### src/rtl/burst_addr_pkg.sv
// Shared definitions for the burst address generator.
// Assumes: nothing beyond IEEE 1800-2017.
package burst_addr_pkg;

    // Source of the next internal address.
    typedef enum logic [1:0] {
        SEL_HOLD = 2'd0,
        SEL_LOAD = 2'd1,
        SEL_STEP = 2'd2,
        SEL_RPT  = 2'd3
    } addr_sel_e;

endpackage

### src/rtl/burst_addr_reg.sv
// Width-parameterised register with a load enable and a synchronous
// active-low clear to zero.
// Assumes: a single clock domain; the clear wins over the load.
module burst_addr_reg #(
    parameter int W = 14
) (
    input  logic         clk,
    input  logic         rst_n,
    input  logic         load,
    input  logic [W-1:0] d,
    output logic [W-1:0] q
);

    // Storage: clear on reset, otherwise capture d when load is high.
    always_ff @(posedge clk) begin
        if (!rst_n) begin
            q <= '0;
        end else if (load) begin
            q <= d;
        end
    end

endmodule

### src/rtl/burst_addr_incr.sv
// Plus-one incrementer built as a ripple of half adders.
// The carry out of the top bit is dropped, so all ones wraps to zero.
// Assumes: W >= 1.
module burst_addr_incr #(
    parameter int W = 14
) (
    input  logic [W-1:0] a,
    output logic [W-1:0] y
);

    logic [W:0] carry;

    // The injected carry is the constant one.
    assign carry[0] = 1'b1;

    // One half adder per bit.
    for (genvar i = 0; i < W; i++) begin : g_bit
        assign y[i]       = a[i] ^ carry[i];
        assign carry[i+1] = a[i] & carry[i];
    end

endmodule

### src/rtl/burst_addr_sel.sv
// Priority decode of the three active-low controls into an address source.
// Priority order: repeat, then strobe, then count enable.
// Assumes: the controls are already synchronous to the clock.
module burst_addr_sel
    import burst_addr_pkg::*;
(
    input  logic      ads_n,
    input  logic      cnt_en_n,
    input  logic      rpt_n,
    output addr_sel_e sel
);

    // Fixed-priority choice of the next source.
    always_comb begin
        if (!rpt_n) begin
            sel = SEL_RPT;
        end else if (!ads_n) begin
            sel = SEL_LOAD;
        end else if (!cnt_en_n) begin
            sel = SEL_STEP;
        end else begin
            sel = SEL_HOLD;
        end
    end

endmodule

### src/rtl/burst_addr_gen.sv
// Per-port burst address generator.
// Each rising edge chooses the next internal address: the strobed
// external address, the previous address plus one, the previous address,
// or the last strobed address (repeat). The saved copy of the last
// strobed address changes only on a strobe that is not overridden by
// repeat.
// Assumes: a single clock; synchronous active-low reset clears everything.
module burst_addr_gen
    import burst_addr_pkg::*;
#(
    parameter int ADDR_W = 14
) (
    input  logic              clk,
    input  logic              rst_n,
    input  logic [ADDR_W-1:0] ext_addr,
    input  logic              ads_n,
    input  logic              cnt_en_n,
    input  logic              rpt_n,
    output logic [ADDR_W-1:0] int_addr,
    output logic [ADDR_W-1:0] last_addr
);

    addr_sel_e          sel;
    logic [ADDR_W-1:0]  addr_plus1;
    logic [ADDR_W-1:0]  addr_next;
    logic               save_ext;

    burst_addr_sel u_sel (
        .ads_n    (ads_n),
        .cnt_en_n (cnt_en_n),
        .rpt_n    (rpt_n),
        .sel      (sel)
    );

    burst_addr_incr #(.W(ADDR_W)) u_incr (
        .a (int_addr),
        .y (addr_plus1)
    );

    // Next-address multiplexer driven by the decoded source.
    always_comb begin
        unique case (sel)
            SEL_LOAD: addr_next = ext_addr;
            SEL_STEP: addr_next = addr_plus1;
            SEL_RPT:  addr_next = last_addr;
            default:  addr_next = int_addr;
        endcase
    end

    // The saved address follows only a strobe that repeat does not override.
    assign save_ext = (sel == SEL_LOAD);

    burst_addr_reg #(.W(ADDR_W)) u_int_reg (
        .clk   (clk),
        .rst_n (rst_n),
        .load  (1'b1),
        .d     (addr_next),
        .q     (int_addr)
    );

    burst_addr_reg #(.W(ADDR_W)) u_last_reg (
        .clk   (clk),
        .rst_n (rst_n),
        .load  (save_ext),
        .d     (ext_addr),
        .q     (last_addr)
    );

endmodule

### config.mk
export PLATFORM = sky130hd
export DESIGN_NAME = burst_addr_gen
export DESIGN_NICKNAME = d
export VERILOG_FILES = /design/src/rtl/burst_addr_pkg.sv /design/src/rtl/burst_addr_reg.sv /design/src/rtl/burst_addr_incr.sv /design/src/rtl/burst_addr_sel.sv /design/src/rtl/burst_addr_gen.sv
export SDC_FILE = /design/constraint.sdc
export NUM_CORES = 1
export LEC_CHECK = 0
export CAP_MARGIN = 10
export CELL_PAD_IN_SITES_DETAIL_PLACEMENT = 0
export CELL_PAD_IN_SITES_GLOBAL_PLACEMENT = 2
export CORE_ASPECT_RATIO = 1.75
export CORE_MARGIN = 1
export CORE_UTILIZATION = 28
export DETAILED_ROUTE_END_ITERATION = 16
export GPL_ROUTABILITY_DRIVEN = 0
export HOLD_SLACK_MARGIN = 0.12
export PLACE_DENSITY_LB_ADDON = 0.15
export SLEW_MARGIN = 20
export SYNTH_ARGS = -nofsm -noshare
export SYNTH_HDL_FRONTEND = slang
export SYNTH_HIERARCHICAL = 1
export SYNTH_SLANG_ARGS = --single-unit
### constraint.sdc
create_clock -name clk -period 3.29 [get_ports clk]
set_input_delay 0.4935 -clock clk [delete_from_list [all_inputs] [get_ports clk]]
set_output_delay 0.4935 -clock clk [all_outputs]
set_load 0.01 [all_outputs]
==> results.cfg, run 1 <==
[floorplanning]
rows = 36
ios = 47
die_h_um = 103
initial_utilization_pct = 29.2
dieWidth_um = 59.9
core-area_mm2 = 0.00563
die_area_mm2 = 0.00620

[clock_network]
cts_root_buf = clkbuf_8
path_clk_slew_ps = 100
cts.sinks = 28
numCtsBuffers = 3
clk_latency_ps = 280
clockBufferDepth = 2
postCtsSetupBuffers = 0
htree_num_levels = 1
cts_tree = done

[timing]
holdWs_ps = 544
setup_tns_ps = 0
slew_violations = 0
max_freq_ghz = 0.314
min_period_over_period_pct = 96.7
finalClockSkew_ps = 7.73
finalCriticalPeriod_ps = 3180
hold_violations = 0
relSlewSlack_pct = 43.4
worst_slew_pin_slew_ps = 847
setup-violations-final = 0

[place]
dp.cells = 245
hpwl_um = 2730
io_buffers = 46

[setup_path]
start_kind = flip-flop
startpoint = u_int_reg/q[0]$_SDFFE_PN0P_
worstPathMaxFanout = 2
worst_setup_path_end_kind = flip-flop
rr_startpoint = u_int_reg/q[0]$_SDFFE_PN0P_
worstSetupPathType = reg -> reg
crit_arrival_ps = 3350
slowest_stage = mux4_2
max_stage_delay_ps = 450
path_buf_inv = 0
crit_top_cell = ha_4
worstPathCellList = ha_2 -> ha_2 -> ha_2 -> ha_2 -> ha_4 -> ha_4 -> ha_4 -> ha_4 -> ha_4 -> ha_4 -> ha_4 -> ha_4 -> xor2_1 -> mux4_2 -> mux2i_1 -> nor2b_1
path_delay_family = adder cells
crit_required_ps = 3460

[detailed_routing]
via_per_inst = 4.57
ant_nets = 0
drt_pass1_iterations = 4
drtIter0Drc = 26
drt-total-wl_um = 3760
vias = 1139
wl_per_cell_um = 15.1
drc = 0

[power_and_ir_drop]
p_total_uw = 776
power.density_mw_per_mm2 = 336
p_leak_uw = 0.000886
ir_drop_mv = 0.145

[layout]
drive_above_1_share_pct = 20.8
n_fill_cell = 578
multi_input_area_mm2 = 0.00108
regArea_um2 = 566
layout_common_cells = 46 x clkdlybuf4s50_1, 28 x mux2i_1, 28 x nor2b_1
nNetsFinal = 205
diodes = 0
final_cells = 249
mostFrequentLayoutCell = clkdlybuf4s50_1
syn2layout_area_growth_pct = 40.3

[hold_path]
hold_path.class = reg -> reg
min_from = u_last_reg/q[6]$_SDFFE_PN0P_

[yosys]
syn_area_mm2 = 0.00165
yosysWarningCount = 6
synth_nets = 157
synth_area_per_cell_um2 = 13.1
yosysUniqueCellTypes = 15
syn_inst = 126
ys_seq_area_share_pct = 34.1
ys_ff_latch = 28

[grt]
grtUsageTotal_pct = 13.0
grt_max_degree = 29
overflow = 0
grt_pass1_vias = 1272
grt_pass1_wl_um = 6020
antenna_found_initial = 0

[flow_run]
cap_violations = 0

[outcome]
status = finished clean
==> registers in the layout, summed over array words and instances, names as in the netlist <==
signal / flops
u_int_reg/q: 14
u_last_reg/q: 14
==> synth_stat cells (all sizes together) <==
master  number  area share, %
nor2b       29             11
dfxtp       28             34
mux2i       28             17
mux4        14             20
ha          12            9.1
buf          7            6.0
clkbuf       2           0.46
inv          2           0.46
conb         1           0.23
nand2        1           0.23
o21ai        1           0.53
xor2         1           0.53
==> cell type report <==
type	instances	area share (%)
multi-input combinational	87	46.8
tap	76	4.12
clock buffer	4	2.38
sequential	28	24.5
inverter	2	0.325
timing repair buffer	52	21.9
==> per-layer routing <==
layer	wire length, um	global-route usage (%)	up-vias
met5	0	0	-
met4	29	4.29	0
met3	105	1.87	2
met2	2040	23.8	26
met1	1580	15.1	563
li1	-	-	548
==> worst reg2reg max path, stage by stage, from the launching register on <==
cell     delay (ps)
dfxtp_4         360
ha_2            180
ha_2            170
ha_2            170
ha_2            180
ha_4            160
ha_4            150
ha_4            150
ha_4            150
ha_4            160
ha_4            150
ha_4            160
ha_4            150
xor2_1          150
mux4_2          450
mux2i_1         140
nor2b_1          50
==> worst paths after layout <==
check                                                     to  slack, ps  depth (start not counted)
worst min-delay path            u_last_reg/q[6]$_SDFFE_PN0P_        540                          2
worst max-delay path            u_int_reg/q[13]$_SDFFE_PN0P_        110                         16
worst min register to register  u_last_reg/q[6]$_SDFFE_PN0P_        540                          2
worst max register to register  u_int_reg/q[13]$_SDFFE_PN0P_        110                         16
==> logic make-up (layout without fill, tap and decap cells) <==
group                      Yosys count  after routing  synth area share [%]
and+or+nand+nor                     30             30                  11.3
muxes                               42             42                  37.3
buffers and inverters               11             58                  6.92
xor gates and xnor gates             1              1                 0.532
other                                1              1                 0.228
AOI/OAI and AO/OA                    1              1                 0.532
adders and majority gates           12             12                  9.13
DFF                                 28             28                  34.1
==> through the flow <==
step / util (%) / area, um^2 / worst slack (ps)
2_1_floorplan: - / 1650 / 10.7
3_3_place_gp: 38.2 / 2150 / -65.6
3_5_place_dp: 38.2 / 2150 / -122
4_1_cts: 39.5 / 2220 / 4.46
5_1_grt: 41.0 / 2310 / -5.94
6_report: 41.0 / 2310 / 109
==> where the power goes <==
part           switching (uW)  leakage (uW)  internal (uW)
logic                    68.7      0.000627            112
registers                17.9      0.000230            358
clock network             112     0.0000288            107
==> what timing repair did <==
item                                    in CTS  in global routing
gates cloned                                 0                  0
endpoints found under the setup margin       2                  2
hold buffers                                 0                  0
gates resized for setup                      8                 10
Power figures use the tool's default switching activity.
==> inputs of run 2 (changes only) <==
CELL_PAD_IN_SITES_GLOBAL_PLACEMENT = 1   (was 2)
CORE_UTILIZATION = 34   (was 28)
==> run 2 against run 1 <==
Critical path depth stayed put. Via count rose by 0.18%. Maximum frequency is essentially flat. Largest power group unchanged. Critical endpoint unchanged. Sequential share of layout area increased by 0.54 points.
==> results.cfg, run 2 (synthesized netlist as in run 1, its figures left out) <==
[outcome]
status = finished clean

[grt]
overflow = 0
grt_max_degree = 29
grt_pass1_vias = 1196
antenna_found_initial = 0
grtUsageTotal_pct = 15.4
grt_pass1_wl_um = 5780

[setup_path]
worstSetupPathType = reg -> reg
timing.rr.end = u_int_reg/q[13]$_SDFFE_PN0P_
max_stage_delay_ps = 450
worstPathMaxFanout = 2
crit_top_cell = ha_2
rr_startpoint = u_int_reg/q[0]$_SDFFE_PN0P_
slowest_stage = mux4_2
start_kind = flip-flop
reg2reg_slack_ps = 110
worstPathCellList = ha_4 -> ha_4 -> ha_4 -> ha_4 -> ha_2 -> ha_2 -> ha_2 -> ha_2 -> ha_2 -> ha_2 -> ha_2 -> ha_2 -> xor2_1 -> mux4_2 -> mux2i_1 -> nor2b_1
crit_arrival_ps = 3360
startpoint = u_int_reg/q[0]$_SDFFE_PN0P_
crit_required_ps = 3460
reg2regPathDepth = 16
worst_setup_path_end_kind = flip-flop

[clock_network]
path_clk_slew_ps = 100
cts_root_buf = clkbuf_8
clk_latency_ps = 270
cts_tree = done
cts.sinks = 28
clockBufferDepth = 2
numCtsBuffers = 3
postCtsSetupBuffers = 0
htree_num_levels = 1

[detailed_routing]
ant_nets = 0
drtIter0Drc = 9
drt-total-wl_um = 3630
wl_per_cell_um = 16.0
via_per_inst = 5.05
drc = 0
drt_pass1_iterations = 3
vias = 1141

[floorplanning]
initial_utilization_pct = 35.3
die_h_um = 94.0
ios = 47
core-area_mm2 = 0.00467
die_area_mm2 = 0.00513
rows = 33
dieWidth_um = 54.6

[power_and_ir_drop]
power.density_mw_per_mm2 = 343
ir_drop_mv = 0.205
p_leak_uw = 0.000893

[layout]
mostFrequentLayoutCell = clkdlybuf4s50_1
diodes = 0
final_design_area_no_fill_mm2 = 0.00226
nNetsFinal = 206
syn2layout_area_growth_pct = 37.3
layout_common_cells = 46 x clkdlybuf4s50_1, 28 x mux2i_1, 28 x nor2b_1
top_regs = u_int_reg/q (14), u_last_reg/q (14)
drive_above_1_share_pct = 21.3

[flow_run]
cap_violations = 0

[timing]
slew_violations = 0
finalCriticalPeriod_ps = 3180
finalClockSkew_ps = 3.93
max_freq_ghz = 0.314
hold_violations = 0
min_period_over_period_pct = 96.8
fin_ws_ps = 107
worst_slew_pin_slew_ps = 855
setup-violations-final = 0
relSlewSlack_pct = 42.8

[place]
place_ws_ps = -107
place_area_mm2 = 0.00214
hpwl_um = 2580
io_buffers = 46

[hold_path]
min_from = u_last_reg/q[3]$_SDFFE_PN0P_
hold_end = u_last_reg/q[3]$_SDFFE_PN0P_
hold_path.class = reg -> reg
whs_path_depth = 2
==> run 2: cell types whose count changed in the layout (fill, tap and decap cells not counted), sizes merged <==
cell and change:
buf +1
==> run 2: metrics by stage <==
stage / hold WS (ps) / utilization, % / power, uW / setup TNS (ps) / instances
detailed placement: 529 / 45.8 / 564 / -187 / 222
global route: 570 / 48.4 / 821 / -2.99 / 226
floorplan: 546 / - / 488 / 0 / 126
finish: 542 / 48.4 / 774 / 0 / 226
CTS: 546 / 47.4 / 783 / 0 / 226
global placement: 513 / 45.8 / 562 / -91.0 / 222
==> run 2: power breakdown <==
part	leakage, uW	internal [uW]	switching [uW]	total [uW]
registers	0.000230	358	17.2	375
logic	0.000634	115	68.6	184
clock network	0.0000288	107	108	215
==> run 2: worst max path at each step <==
| stage | end | slack (ps) | depth (start not counted) |
|---|---|---|---|
| 2_1_floorplan | u_int_reg/q[13]$_SDFFE_PN0P_ | 10 | 16 |
| 3_3_place_gp | u_int_reg/q[13]$_SDFFE_PN0P_ | -60 | 16 |
| 3_5_place_dp | u_int_reg/q[13]$_SDFFE_PN0P_ | -110 | 16 |
| 4_1_cts | u_int_reg/q[13]$_SDFFE_PN0P_ | 10 | 16 |
| 5_1_grt | u_int_reg/q[13]$_SDFFE_PN0P_ | -3 | 16 |
| 6_report | u_int_reg/q[13]$_SDFFE_PN0P_ | 110 | 16 |
==> run 2: critical path, delay by kind of cell (launching register included) <==
family	cells	cell delay, ps
fa+ha+maj	12	1910
mux	2	590
flops	1	360
xor+xnor	1	150
simple gates	1	60
==> run 2: cell type report <==
class / count / area, um^2
Fill cell: 420 / 2410
Multi-Input combinational cell: 87 / 1040
Sequential cell: 28 / 566
Timing Repair Buffer: 53 / 526
Tap cell: 52 / 65.1
Clock buffer: 4 / 55.1
Inverter: 2 / 7.51
==> run 2: timing repair <==
item | 4_1_cts | 5_1_grt
endpoints found under the hold margin | 0 | 0
resized for setup | 7 | 7
endpoints found under the setup margin | 2 | 2
hold buffers | 0 | 0
==> run 2: routing by layer <==
metal,vias up,GRT usage [%],share of wire (%)
met5,-,0,0
met4,0,4.49,0.74
met3,2,2.43,3.8
met2,27,25.4,52
met1,563,20.0,43
li1,549,-,-
==> inputs of run 3 (changes only) <==
CTS_CLUSTER_DIAMETER = 50   (was default)
==> results of run 3 <==
The final DEF is identical to that of run 2; final timing and power are the same.
